<file path="src/rtl/ubt_pkg.sv">
package ubt_pkg;
   // which strobe transition loads the store
   typedef enum logic {
      UBT_EDGE_FALL = 1'b0,
      UBT_EDGE_RISE = 1'b1
   } ubt_edge_e;

   // polarity of a direction's enable input
   typedef enum logic {
      UBT_OE_HIGH = 1'b0,
      UBT_OE_LOW  = 1'b1
   } ubt_oe_pol_e;

   localparam int UBT_DEF_WIDTH = 18;
endpackage

</file>
<file path="src/rtl/ubt_edge_det.sv">
module ubt_edge_det
   import ubt_pkg::*;
#(
   parameter ubt_edge_e EDGE = UBT_EDGE_FALL
) (
   input  logic clk,
   input  logic rst_n,
   input  logic strobe,
   output logic hit
);
   logic prev_q;

   always_ff @(posedge clk or negedge rst_n) begin
      if (!rst_n) prev_q <= 1'b0;
      else        prev_q <= strobe;
   end

   generate
      if (EDGE == UBT_EDGE_FALL) begin : g_fall
         assign hit = prev_q & ~strobe;
      end else begin : g_rise
         assign hit = ~prev_q & strobe;
      end
   endgenerate
endmodule

</file>
<file path="src/rtl/ubt_store_cell.sv">
module ubt_store_cell #(
   parameter int WIDTH = 18
) (
   input  logic             clk,
   input  logic             rst_n,
   input  logic [WIDTH-1:0] d,
   input  logic             pass,
   input  logic             load,
   output logic [WIDTH-1:0] q
);
   logic [WIDTH-1:0] held_q;
   logic             upd;

   assign upd = pass | load;

   always_ff @(posedge clk or negedge rst_n) begin
      if (!rst_n)   held_q <= '0;
      else if (upd) held_q <= d;
   end

   // transparent path bypasses the register
   assign q = pass ? d : held_q;
endmodule

</file>
<file path="src/rtl/ubt_out_drv.sv">
module ubt_out_drv
   import ubt_pkg::*;
#(
   parameter int          WIDTH = 18,
   parameter ubt_oe_pol_e POL   = UBT_OE_HIGH
) (
   input  logic             en_pin,
   input  logic [WIDTH-1:0] d,
   output logic [WIDTH-1:0] q,
   output logic             oe
);
   logic en_int;

   generate
      if (POL == UBT_OE_HIGH) begin : g_act_hi
         assign en_int = en_pin;
      end else begin : g_act_lo
         assign en_int = ~en_pin;
      end
   endgenerate

   assign oe = en_int;
   assign q  = en_int ? d : '0;
endmodule

</file>
<file path="src/rtl/ubt_lane.sv">
module ubt_lane
   import ubt_pkg::*;
#(
   parameter int          WIDTH = 18,
   parameter ubt_edge_e   EDGE  = UBT_EDGE_FALL,
   parameter ubt_oe_pol_e POL   = UBT_OE_HIGH
) (
   input  logic             clk,
   input  logic             rst_n,
   input  logic [WIDTH-1:0] src,
   input  logic             le,
   input  logic             stb,
   input  logic             en_pin,
   output logic [WIDTH-1:0] dst,
   output logic             dst_oe
);
   logic             load;
   logic [WIDTH-1:0] cell_q;

   ubt_edge_det #(.EDGE(EDGE)) u_edge (
      .clk   (clk),
      .rst_n (rst_n),
      .strobe(stb),
      .hit   (load)
   );

   ubt_store_cell #(.WIDTH(WIDTH)) u_cell (
      .clk  (clk),
      .rst_n(rst_n),
      .d    (src),
      .pass (le),
      .load (load),
      .q    (cell_q)
   );

   ubt_out_drv #(.WIDTH(WIDTH), .POL(POL)) u_drv (
      .en_pin(en_pin),
      .d     (cell_q),
      .q     (dst),
      .oe    (dst_oe)
   );
endmodule

</file>
<file path="src/rtl/ubt_transceiver.sv">
module ubt_transceiver
   import ubt_pkg::*;
#(
   parameter int        WIDTH = UBT_DEF_WIDTH,
   parameter ubt_edge_e EDGE  = UBT_EDGE_FALL
) (
   input  logic             clk,
   input  logic             rst_n,
   input  logic [WIDTH-1:0] a_in,
   input  logic [WIDTH-1:0] b_in,
   input  logic             ab_oe,
   input  logic             ab_le,
   input  logic             ab_stb,
   input  logic             ba_oe_n,
   input  logic             ba_le,
   input  logic             ba_stb,
   output logic [WIDTH-1:0] a_out,
   output logic             a_oe,
   output logic [WIDTH-1:0] b_out,
   output logic             b_oe
);
   localparam int MAX_WIDTH = 1024;

   generate
      if (WIDTH < 1 || WIDTH > MAX_WIDTH) begin : g_bad_width
         $error("ubt_transceiver: WIDTH %0d outside 1..%0d", WIDTH, MAX_WIDTH);
      end
   endgenerate

   ubt_lane #(.WIDTH(WIDTH), .EDGE(EDGE), .POL(UBT_OE_HIGH)) u_ab (
      .clk   (clk),
      .rst_n (rst_n),
      .src   (a_in),
      .le    (ab_le),
      .stb   (ab_stb),
      .en_pin(ab_oe),
      .dst   (b_out),
      .dst_oe(b_oe)
   );

   ubt_lane #(.WIDTH(WIDTH), .EDGE(EDGE), .POL(UBT_OE_LOW)) u_ba (
      .clk   (clk),
      .rst_n (rst_n),
      .src   (b_in),
      .le    (ba_le),
      .stb   (ba_stb),
      .en_pin(ba_oe_n),
      .dst   (a_out),
      .dst_oe(a_oe)
   );
endmodule

</file>
<file path="config.mk">
export PLATFORM = sky130hd
export DESIGN_NAME = ubt_transceiver
export DESIGN_NICKNAME = d
export VERILOG_FILES = /design/src/rtl/ubt_pkg.sv /design/src/rtl/ubt_edge_det.sv /design/src/rtl/ubt_store_cell.sv /design/src/rtl/ubt_out_drv.sv /design/src/rtl/ubt_lane.sv /design/src/rtl/ubt_transceiver.sv
export SDC_FILE = /design/constraint.sdc
export NUM_CORES = 1
export LEC_CHECK = 0
export ABC_AREA = 1
export BUFFER_PORTS_ARGS = -buffer_cell sky130_fd_sc_hd__buf_2
export CAP_MARGIN = 40
export CORE_ASPECT_RATIO = 0.6
export CORE_MARGIN = 2
export CORE_UTILIZATION = 52
export CTS_CLUSTER_DIAMETER = 30
export DETAILED_ROUTE_END_ITERATION = 6
export PLACE_DENSITY = 0.84
export REMOVE_ABC_BUFFERS = 1
export SKIP_LAST_GASP = 1
export SYNTH_ARGS = -nofsm -noshare
export SYNTH_HDL_FRONTEND = slang
export SYNTH_SLANG_ARGS = --single-unit
</file>
<file path="constraint.sdc">
create_clock -name clk -period 1.4 [get_ports clk]
set_input_delay 0.07 -clock clk [delete_from_list [all_inputs] [get_ports clk]]
set_output_delay 0.07 -clock clk [all_outputs]
set_load 0.005 [all_outputs]
</file>
* Yosys cells after proc, flatten, opt, wreduce, memory -nomap -nowiden
Cells that the tools add are included.
** Operators by class
- Muxes and demuxes :: 4
- Bitwise operators :: 7
** Operators by type and width (count)
- $mux 18 :: 4
- $not 1->1 :: 3
- $and 1x1->1 :: 2
- $or 1x1->1 :: 2
** Word-level totals
- Register bits :: 38
- Input bits :: 44
- Output and inout port bits :: 38
- Word-level logic and storage cells :: 15

* Logic depth before layout (Yosys ltp)
Gate-level depths: netlist (run 1).
- Depth after elaboration :: 3
- Depth in mapped cells :: 6

* By module
Synthesis (run 1) repeated with hierarchy kept, for this count alone.
** Second synthesis, totals
- Cell total of the unflattened synthesis :: 356
- Area total of the unflattened synthesis :: 2373.5 um^2
** Modules (own cells, without submodules)
- ubt_store_cell :: times used 2, cells each 136, area an instance 980.9 um^2, seq. area each 450.4 um^2
- ubt_out_drv (u_ab.u_drv) :: times used 1, cells each 39, area an instance 176.4 um^2, seq. area each 0.0 um^2
- ubt_out_drv (u_ba.u_drv) :: times used 1, cells each 39, area an instance 165.2 um^2, seq. area each 0.0 um^2
- ubt_edge_det :: times used 2, cells each 3, area an instance 35.0 um^2, seq. area each 25.0 um^2

* Worst setup path after synthesis (run 1)
No wires, ideal clock.
- Path type :: register to register
- From :: register u_ab.u_edge.prev_q
- To :: register u_ab.u_cell.held_q[16]
- Arrival time :: 0.798 ns
- Data required time :: 1.284 ns
- Setup slack :: 0.485 ns
- Stages on the path, launching flop included :: 6
- Path buffers :: 1
- Cell sequence :: dfrtp_1 nand2_4 nand2_8 buf_6 nand2_1 nand2_1
** Between the ends
- Longest elaborated chain between the ends :: 2
** Ends and longest elaborated chain
- start, declared :: RTL line ubt_edge_det.sv:11 : logic prev_q;
- start signal, assigned :: RTL line ubt_edge_det.sv:15 : else prev_q <= strobe;
- $and 1x1->1 :: RTL line ubt_edge_det.sv:20 : assign hit = prev_q & ~strobe;
- $or 1x1->1 :: RTL line ubt_store_cell.sv:14 : assign upd = pass | load;
- end signal, assigned :: RTL line ubt_store_cell.sv:17 : if (!rst_n) held_q <= '0;
- end signal, assigned :: RTL line ubt_store_cell.sv:18 : else if (upd) held_q <= d;
- end, declared :: RTL line ubt_store_cell.sv:11 : logic [WIDTH-1:0] held_q;
Every way passes these cells.
A chain may end at the register's enable or synchronous reset.

* Worst setup path after layout (run 1)
- From :: register u_ab.u_cell.held_q[7]
- To :: output port b_out[7]
** Between the ends
- Longest elaborated chain between the ends :: 2
** Ends and longest elaborated chain
- $mux 18 :: RTL line ubt_store_cell.sv:22 : assign q = pass ? d : held_q;
- $mux 18 :: RTL line ubt_out_drv.sv:23 : assign q = en_int ? d : '0;
- end, declared :: RTL line ubt_transceiver.sv:19 : output logic [WIDTH-1:0] b_out,
Every way passes these cells.

==> qor.yml, run 1 <==
outcome:
  status: "complete, no violations"
die:
  die_x_um: 86.25
  die_area_um2: 4601
  initial_utilization_pct: 55.75
  rows: 17
  core-area_um2: 3786
  ioPinCount: 82
  die_h_um: 53.35
sta:
  fin_skew_ns: 0.005795
  final-max-slew-violation-count: 0
  finalHoldViolCount: 0
  slew_headroom_pct: 68.13
  fin_tns_setup_ns: 0
  clock.fmax_ghz: 0.8938
  whs_ns: 0.003842
  rsz0062_at_grt: "no"
  fin_crit_sh_pct: 79.91
  period_minus_slack_ns: 1.119
  finalSetupViolations: 0
  worst_pin_slew_ns: 0.4776
routing:
  post_drt_wl_per_cell_um: 12.83
  first_pass_iters: 4
  drtAntennaViolNets: 0
  viasPerCell: 5.106
  dr_total_vias: 2170
  route.detailed.drc: 0
  drtIter0Drc: 154
  wirelength_um: 5454
global_routing:
  grt_overflow: 0
  gr-usage-all-layers_pct: 25.25
  grt_max_degree: 39
  grt_pass1_vias: 1912
  antenna_found_initial: 0
  grt_pass1_wl_um: 8901
synthesis:
  netlist.area_leader.share_pct: 45.05
  netlist_instances: 280
  synth_area_leaders: "dfrtp_1, nand2_1, nor2_1"
  seq_area_frac_synth_pct: 45.05
  ys_ff_latch: 38
  yosysUniqueCellTypes: 14
  avgSynthCellArea_um2: 7.538
  synth_warnings: 0
  syn_area_um2: 2111
  synth_top_cell_by_area: "dfrtp_1"
cts:
  clockBufferDepth: 2
  cts_tree: "yes"
  cts-buffers-inserted: 5
  cts_max_level: 2
  cts_sinks: 38
  cts_root_buf: "clkbuf_8"
  clock_latency_ns: 0.29
  cts_resized: 0
  path_clk_slew_ns: 0.07
  post_cts_buffers: 0
run:
  max_cap_violations: 0
worst_setup_path:
  critPathArrivalTime_ns: 1.05
  r2r_setup_slack_ns: 0.35
  rr_endpoint: "u_ba.u_cell.held_q[6]"
  critPathKind: "reg -> out"
  cp_max_fo: 2
  crit_path_start_kind: "register"
  cp-end-kind: "output port"
  r2r_start: "u_ba.u_edge.prev_q"
  reg2reg_depth: 4
  required_ns: 1.33
power:
  finalPower_w: 0.002972
  ir_drop_uv: 647.9
  p_per_area_nw_per_um2: 1052
  p_leak_nw: 1.550
placement:
  dpl.cell_count: 392
  port_buffers: 81
  dpl.hpwl_um: 3353
  routabilityCongestion: 0.7729
finish:
  finalNonFillerCells: 425
  diodes: 0
  nets: 421
  area_growth_pct: 33.85
  layout-drive-gt1-share_pct: 25.40
hold_path:
  min_path_cells: 3
  hold_class: "in -> reg"
  hold_path.startpoint: "b_in[16]"
  hold_path_end: "u_ba.u_cell.held_q[16]"
==> kinds of logic after synthesis <==
group | share of synthesized area, %
compound gates | 8.536
flops | 45.05
buf+inv | 9.307
simple gates | 37.11
==> critical path, stage by stage (launching register included) <==
cell and delay (ns):
dfrtp_1 0.38, o21ai_0 0.20, nor2_1 0.06, buf_2 0.13
==> cell usage in the layout (no fill, tap or decap) <==
cell type / count
buf_12: 1
buf_2: 81
bufinv_16: 2
clkbuf_8: 6
dfrtp_1: 38
dlygate4sd3_1: 25
inv_1: 3
inv_8: 2
nand2_1: 72
nand2_4: 2
nand2_8: 2
nand3_1: 36
nor2_1: 72
o21ai_0: 32
o21ai_1: 4
==> per-layer routing <==
layer	global-route usage (%)	share of wire, %	vias to the layer above	wire [µm]
met4	8.594	1.5	0	84
met1	34.60	46	972	2533
met2	39.41	45	91	2479
met5	0	0	-	0
met3	6.240	6.5	10	356
li1	-	-	1097	-
==> Yosys cell counts <==
cell,number
nand3_1,36
dfrtp_1,38
clkbuf_2,1
o21ai_1,4
inv_1,3
nor2_1,72
o21ai_0,32
inv_8,2
nand2_4,2
clkbuf_4,1
nand2_8,2
buf_6,10
buf_4,5
nand2_1,72
==> sequential cells by signal (all words and copies together) (netlist names) <==
register,count
u_ab.u_cell.held_q,18
u_ba.u_cell.held_q,18
u_ab.u_edge.prev_q,1
u_ba.u_edge.prev_q,1
==> final cells by class <==
cell class	instances	area [µm²]
Inverter	5	33.78
Fill cell	291	960.9
Sequential cell	38	950.9
Multi-Input combinational cell	220	963.4
Clock inverter	2	60.06
Tap cell	47	58.81
Timing Repair Buffer	107	675.6
Clock buffer	6	82.58
==> worst max-delay path by stage <==
stage | cells after the start | slack [ns] | start | end
after global routing | 3 | 0.18 | u_ab.u_cell.held_q[2] | b_out[2]
after floorplan | 4 | 0.53 | u_ab.u_edge.prev_q | u_ab.u_cell.held_q[0]
final | 3 | 0.28 | u_ab.u_cell.held_q[7] | b_out[7]
after CTS | 3 | 0.28 | u_ab.u_cell.held_q[13] | b_out[13]
after detailed placement | 4 | 0.38 | u_ba.u_edge.prev_q | u_ba.u_cell.held_q[9]
after global placement | 4 | 0.38 | u_ab.u_edge.prev_q | u_ab.u_cell.held_q[14]
==> through the flow <==
stage          area, µm²  worst slack (ns)  util [%]
3_3_place_gp        2432            0.3788     64.24
2_1_floorplan       1948            0.5281         -
4_1_cts             2805            0.2839     74.09
6_report            2825            0.2812     74.62
5_1_grt             2825            0.1848     74.62
3_5_place_dp        2432            0.3794     64.24
==> timing repair <==
action                     4_1_cts  5_1_grt
hold endpoints to repair        60        2
setup endpoints to repair        0        0
hold buffers                    23        2
==> power breakdown <==
part	internal [W]	total (W)	switching, W
sequential	0.00120	0.00126	0.0000563
clock	0.000760	0.00115	0.000386
combinational	0.000252	0.000569	0.000317
total	0.00221	0.00297	0.000760
Note: power is estimated with default switching activity, not from simulation.
==> inputs of run 2 (changes only) <==
CORE_UTILIZATION = 49   (was 52)
PLACE_DENSITY = 0.8   (was 0.84)
clock period = 1.1 ns   (was 1.4 ns; I/O delays follow)
==> run 2 against run 1 <==
  * Sequential power is 27% higher
  * Via count is 2.7% higher
  * Largest cell class unchanged
  * Critical path depth stayed put
  * Global-route usage is 1.1 points lower
  * Final cell count is 6.8% higher
  * Clock power is 11% lower
  * Highest routed layer unchanged
  * First-iteration DRC count is 21% lower
  * Total power is 15% higher
  * Utilization is 1.7 points lower
  * Clock skew hardly changed
  * Largest power group unchanged
==> qor.yml, run 2 (synthesized netlist as in run 1, its figures left out) <==
outcome:
  status: "complete, no violations"
die:
  die_area_um2: 4866  # +5.7%
  die_h_um: 54.84  # +2.8%
  die_x_um: 88.73  # +2.9%
  ioPinCount: 82  # unchanged
  core-area_um2: 4121  # +8.9%
  initial_utilization_pct: 51.21  # -4.5 points
  rows: 18  # +1
worst_setup_path:
  reg2reg_depth: 4  # unchanged
  critPathArrivalTime_ns: 1.02  # -0.03 ns
  rr_endpoint: "u_ba.u_cell.held_q[0]"
  r2r_start: "u_ba.u_edge.prev_q"
  required_ns: 1.04  # -0.29 ns
  path_delay_family: "flip-flops"
  cp-endpoint: "b_out[1]"
  path_buf_inv: 1  # unchanged
  crit_path_start_kind: "register"
  setup.worst_path.start: "u_ab.u_cell.held_q[1]"
  cp_num_cells: 3  # unchanged
  critPathKind: "reg -> out"
  max_stage_delay_ns: 0.39  # about the same
  cp_cell_sequence: "o21ai_0 -> nor2_1 -> buf_2"
  slowest_stage: "dfrtp_1"
  cp_max_fo: 2  # unchanged
  r2r_setup_slack_ns: 0.16  # -0.19 ns
  cp-end-kind: "output port"
sta:
  fin_skew_ns: 0.005567  # -0.0002285 ns
  worst_pin_slew_ns: 0.4514  # -0.02619 ns
  whs_ns: 0.2626  # +0.2588 ns
  clock.fmax_ghz: 0.9304
  finalHoldViolCount: 0  # unchanged
  final-max-slew-violation-count: 0  # unchanged
  rsz0062_at_grt: "yes"
  fin_crit_sh_pct: 97.71
  period_minus_slack_ns: 1.075
  finalSetupViolations: 0  # unchanged
  slew_headroom_pct: 69.91  # +1.8 points
cts:
  clock_latency_ns: 0.30  # about the same
  cts_max_level: 2  # unchanged
  clockBufferDepth: 2  # unchanged
  cts_tree: "yes"
  path_clk_slew_ns: 0.07  # about the same
  cts_root_buf: "clkbuf_8"
  cts_sinks: 38  # unchanged
  cts-buffers-inserted: 5  # unchanged
placement:
  dpl.hpwl_um: 3409  # +1.7%
  dpl.cell_count: 409  # +4.3%
  routabilityCongestion: 0.7712  # -0.22%
  port_buffers: 81  # unchanged
routing:
  route.detailed.drc: 0  # unchanged
  drtIter0Drc: 122  # -21%
  first_pass_iters: 5  # +1
  viasPerCell: 4.907  # -3.9%
  wirelength_um: 5701  # +4.5%
  drtAntennaViolNets: 0  # unchanged
  post_drt_wl_per_cell_um: 12.56  # -2.1%
  dr_total_vias: 2228  # +2.7%
power:
  pwr-share-clk_pct: 29.6  # -9.0 points
  ir_drop_uv: 832.7  # +29%
  p_leak_nw: 1.603  # +3.4%
  p_int_w: 0.002413  # +9.0%
  p_per_area_nw_per_um2: 1140  # +8.3%
  power_frac_seq_pct: 46.8  # +4.5 points
  p_sw_share_pct: 29.59  # +4.0 points
  combPwrFrac_pct: 23.6  # +4.5 points
  p_sw_w: 0.001014  # +33%
global_routing:
  gr-usage-all-layers_pct: 24.20  # -1.1 points
  grt_pass1_wl_um: 8921  # +0.22%
  grt_overflow: 0  # unchanged
  grt_pass1_vias: 2021  # +5.7%
  grt_max_degree: 39  # unchanged
  antenna_found_initial: 0  # unchanged
finish:
  layout_common_cells: "buf_2, nand2_1, nor2_1, dlygate4sd3_1, dfrtp_1"
  layout-drive-gt1-share_pct: 28.17  # +2.8 points
  diodes: 0  # unchanged
  final_common_cell: "buf_2"
  finalNonFillerCells: 454  # +6.8%
  area_growth_pct: 42.44
  nets: 437  # +3.8%
  top_regs: "u_ab.u_cell.held_q: 18 flops, u_ba.u_cell.held_q: 18 flops"
hold_path:
  hold_class: "in -> async"
run:
  max_cap_violations: 0  # unchanged
-- run 2: worst min-delay path by stage --
stage / from / end / slack [ns]
after floorplan: rst_n / u_ab.u_cell.held_q[0] / -0.24
final: rst_n / u_ba.u_cell.held_q[12] / 0.26
after CTS: rst_n / u_ba.u_edge.prev_q / 0.26
after global routing: rst_n / u_ab.u_cell.held_q[4] / 0.28
after global placement: rst_n / u_ba.u_cell.held_q[12] / 0.03
after detailed placement: rst_n / u_ba.u_cell.held_q[12] / 0.04
-- run 2: metal layers --
metal,track usage (%),share of wire [%],up-vias
met2,39.80,48,85
met3,5.430,5.1,9
li1,-,-,1126
met1,30.58,46,1008
met5,0,0,-
met4,12.12,1.1,0
-- run 2: worst reg2reg max path, cell delays in order (launching register included) --
cell	delay, ns
dfrtp_1	0.40
nand2_4	0.15
nand2_8	0.13
nand2_1	0.10
nand2_1	0.05
-- run 2: through the flow --
stage	area (µm²)	TNS (ns)	utilization, %	setup slack [ns]	total power (W)
floorplan	1948	0	-	0.2281	0.001938
global placement	2491	0	60.44	0.1830	0.002271
detailed placement	2491	0	60.44	0.1610	0.002287
CTS	2977	0	72.22	0.009676	0.003408
global route	3007	-0.3116	72.95	-0.04797	0.003625
finish	3007	0	72.95	0.02515	0.003426
-- run 2: area by class of cell --
class                   instances  area (µm²)
fillers                       333        1115
multi-input cells             220       998.5
flip-flops and latches         38       950.9
repair buffers                123       853.3
clock buffers                   6       82.58
well taps                      60       75.07
inverters                       5       33.78
clock inverters                 2       12.51
-- run 2: power groups by stage --
| stage | registers (W) | logic (W) | clock network [W] |
|---|---|---|---|
| floorplan | 0.00160 | 0.000336 | 0 |
| global placement | 0.00162 | 0.000655 | 0 |
| detailed placement | 0.00162 | 0.000666 | 0 |
| CTS | 0.00159 | 0.000773 | 0.00104 |
| global route | 0.00162 | 0.000911 | 0.00110 |
| finish | 0.00160 | 0.000808 | 0.00102 |
-- run 2: what timing repair did --
action	in CTS	in global routing
buffers inserted	0	2
hold endpoints to repair	76	0
resized for setup	1	32
hold buffers	39	0
pin swaps	0	3
endpoints found under the setup margin	1	31
==> inputs of run 3 (changes only) <==
ABC_AREA = default   (was 1)
PLACE_DENSITY = 0.83   (was 0.8)
==> run 3 against run 2 <==
  * The run now ends with setup timing left
  * Non-clock buffer count fell by 27
  * Sequential power is essentially flat
  * Register-to-register slack lost 0.29 ns
  * Setup slack got worse by 0.15 ns
  * Fmax shrank 12%
==> qor.yml, run 3 <==
outcome:
  status: "complete, but fails checks"
  violations: "setup timing"
worst_setup_path:
  max_stage_delay_ns: 0.41  # +0.02 ns
  critPathArrivalTime_ns: 1.39  # +0.37 ns
  rr_endpoint: "u_ba.u_cell.held_q[9]"
  path_buf_inv: 1  # unchanged
  cp_cell_sequence: "a21oi_4 -> clkbuf_16 -> mux2_4"
  reg2reg_depth: 3  # -1
  slowest_stage: "dfrtp_1"
  crit_path_start_kind: "register"
  r2r_start: "u_ba.u_edge.prev_q"
  path_delay_family: "flip-flops"
  cp-end-kind: "register"
  cp_num_cells: 3  # unchanged
  cp_max_fo: 9  # +7
  r2r_setup_slack_ns: -0.13  # -0.29 ns
  required_ns: 1.26  # +0.22 ns
  critPathKind: "reg -> reg"
cts:
  clock_latency_ns: 0.28  # -0.02 ns
  clockBufferDepth: 2  # unchanged
  path_clk_slew_ns: 0.07  # about the same
  cts_max_level: 2  # unchanged
  cts_tree: "yes"
  cts_root_buf: "clkbuf_8"
  cts_sinks: 38  # unchanged
  cts-buffers-inserted: 5  # unchanged
synthesis:
  synth_most_common_cell: "dfrtp_1"
  netlist_instances: 161  # -43%
  synthArstFlopShare_pct: 100.0  # unchanged
  seq_area_frac_synth_pct: 45.02  # about the same
  synth-edff-count: 0  # unchanged
  dominantRegCellSynth: "dfrtp_1"
  synth_common_cells: "dfrtp_1, mux2i_1, mux2_4, nor2_1, nor2b_1"
  synth_area_leaders: "dfrtp_1, mux2i_1, mux2_4"
  syn_area_um2: 2112  # about the same
  synth_warnings: 0  # unchanged
  avgSynthCellArea_um2: 13.12  # +74%
  netlist.area_leader.share_pct: 45.02  # about the same
  yosysUniqueCellTypes: 12  # -2
  ys_ff_latch: 38  # unchanged
  synth_top_cell_by_area: "dfrtp_1"
hold_path:
  hold_path_end: "u_ab.u_cell.held_q[17]"
  min_path_cells: 2
  hold_path.startpoint: "a_in[17]"
  hold_class: "in -> reg"
sta:
  layout_setup_ws_ns: -0.1276  # -0.1528 ns
  final-max-slew-violation-count: 0  # unchanged
  clock.fmax_ghz: 0.8146  # -12%
  period_minus_slack_ns: 1.228  # +0.1528 ns
  fin_tns_setup_ns: -3.741  # -3.741 ns
  fin_skew_ns: 0.001814  # -0.003753 ns
  worst_pin_slew_ns: 0.3531  # -0.09825 ns
  fin_crit_sh_pct: 111.6  # +14 points
  finalSetupViolations: 36  # +36
  slew_headroom_pct: 76.46  # +6.5 points
  rsz0062_at_grt: "yes"
  finalHoldViolCount: 0  # unchanged
die:
  core-area_um2: 4121  # unchanged
  die_h_um: 54.86  # about the same
  die_area_um2: 4869  # about the same
  rows: 18  # unchanged
  initial_utilization_pct: 51.24  # about the same
  die_x_um: 88.76  # about the same
  ioPinCount: 82  # unchanged
finish:
  nets: 298  # -32%
  final_util_pct: 66.91  # -6.0 points
  diodes: 0  # unchanged
  layout-drive-gt1-share_pct: 54.15  # +26 points
  final_common_cell: "buf_2"
  layout_common_cells: "buf_2, dfrtp_1, mux2i_1, mux2_4"
  fillerInstances: 346  # +3.9%
  final_cell_area_um2: 2758  # -8.3%
  area_growth_pct: 30.57
  top_regs: "u_ab.u_cell.held_q: 18 flops, u_ba.u_cell.held_q: 18 flops"
routing:
  post_drt_wl_per_cell_um: 14.13  # +13%
  drtAntennaViolNets: 0  # unchanged
  first_pass_iters: 2  # -3
  viasPerCell: 4.856  # -1.0%
  dr_total_vias: 1520  # -32%
  wirelength_um: 4423  # -22%
  route.detailed.drc: 0  # unchanged
  drtIter0Drc: 27  # -78%
placement:
  dpl.hpwl_um: 3158  # -7.4%
  port_buffers: 81  # unchanged
  place_area_um2: 2594  # +4.1%
  routabilityCongestion: 0.7305  # -5.3%
global_routing:
  grt_pass1_wl_um: 6479  # -27%
  antenna_found_initial: 0  # unchanged
  grt_overflow: 0  # unchanged
  gr-usage-all-layers_pct: 18.04  # -6.2 points
  grt_max_degree: 27  # -31%
  grt_pass1_vias: 1360  # -33%
power:
  p_leak_nw: 1.455  # -9.2%
  pwr-share-clk_pct: 27.7  # -1.9 points
  p_sw_w: 0.0008289  # -18%
  p_sw_share_pct: 25.05  # -4.5 points
  finalPower_w: 0.003309  # -3.4%
  power_frac_seq_pct: 48.7  # +1.9 points
  combPwrFrac_pct: 23.6  # about the same
  p_int_w: 0.002480  # +2.8%
  ir_drop_uv: 598.6  # -28%
  p_per_area_nw_per_um2: 1200  # +5.3%
run:
  max_cap_violations: 0  # unchanged
## run 3: logic make-up after synthesis
kind of cell    synth area share [%]
compound gates                 1.540
simple gates                   8.531
buf+inv                        5.095
mux                            39.81
flops                          45.02
## run 3: power by group through the flow
stage | Clock, W | Combinational [W] | Sequential (W)
4_1_cts | 0.000949 | 0.000764 | 0.00161
6_report | 0.000915 | 0.000782 | 0.00161
5_1_grt | 0.00102 | 0.000857 | 0.00162
3_3_place_gp | 0 | 0.000729 | 0.00163
2_1_floorplan | 0 | 0.000401 | 0.00161
3_5_place_dp | 0 | 0.000751 | 0.00163
## run 3: layout make-up
type | count | area, µm² | area share, %
Multi-Input combinational cell | 110 | 1054 | 38.20
Sequential cell | 38 | 950.9 | 34.48
Timing Repair Buffer | 96 | 584.3 | 21.19
Clock buffer | 6 | 82.58 | 2.995
Tap cell | 60 | 75.07 | 2.722
Inverter | 3 | 11.26 | 0.4083
## run 3: worst max path at each step
stage                       startpoint                endpoint
floorplan           u_ab.u_edge.prev_q  u_ab.u_cell.held_q[10]
global placement    u_ab.u_edge.prev_q   u_ab.u_cell.held_q[7]
detailed placement  u_ab.u_edge.prev_q   u_ab.u_cell.held_q[8]
CTS                 u_ab.u_edge.prev_q   u_ab.u_cell.held_q[8]
global route        u_ab.u_edge.prev_q   u_ab.u_cell.held_q[8]
finish              u_ba.u_edge.prev_q   u_ba.u_cell.held_q[9]
## run 3: repair_timing
item / in CTS / in global routing
buffers inserted: 1 / 3
pin swaps: 0 / 0
gates cloned: 0 / 1
endpoints found under the setup margin: 36 / 48
resized for setup: 1 / 1
hold buffers: 2 / 1
hold endpoints to repair: 40 / 1
## run 3: routing by layer
| metal | vias up | global-route usage, % | part of all wire (%) |
|---|---|---|---|
| met5 | - | 0 | 0 |
| met4 | 0 | 6.061 | 0.61 |
| met3 | 2 | 4.223 | 3.1 |
| met2 | 26 | 28.23 | 47 |
| met1 | 760 | 24.93 | 49 |
| li1 | 732 | - | - |
## run 3: stage by stage
stage               hold WS, ns  instances  setup WS [ns]
floorplan               -0.2406        151        -0.2634
finish                  0.01913        313        -0.1276
CTS                     -0.1083        309        -0.1271
detailed placement     -0.02660        300        -0.1131
global placement       -0.02543        300       -0.07077
global route           0.004300        313        -0.1635
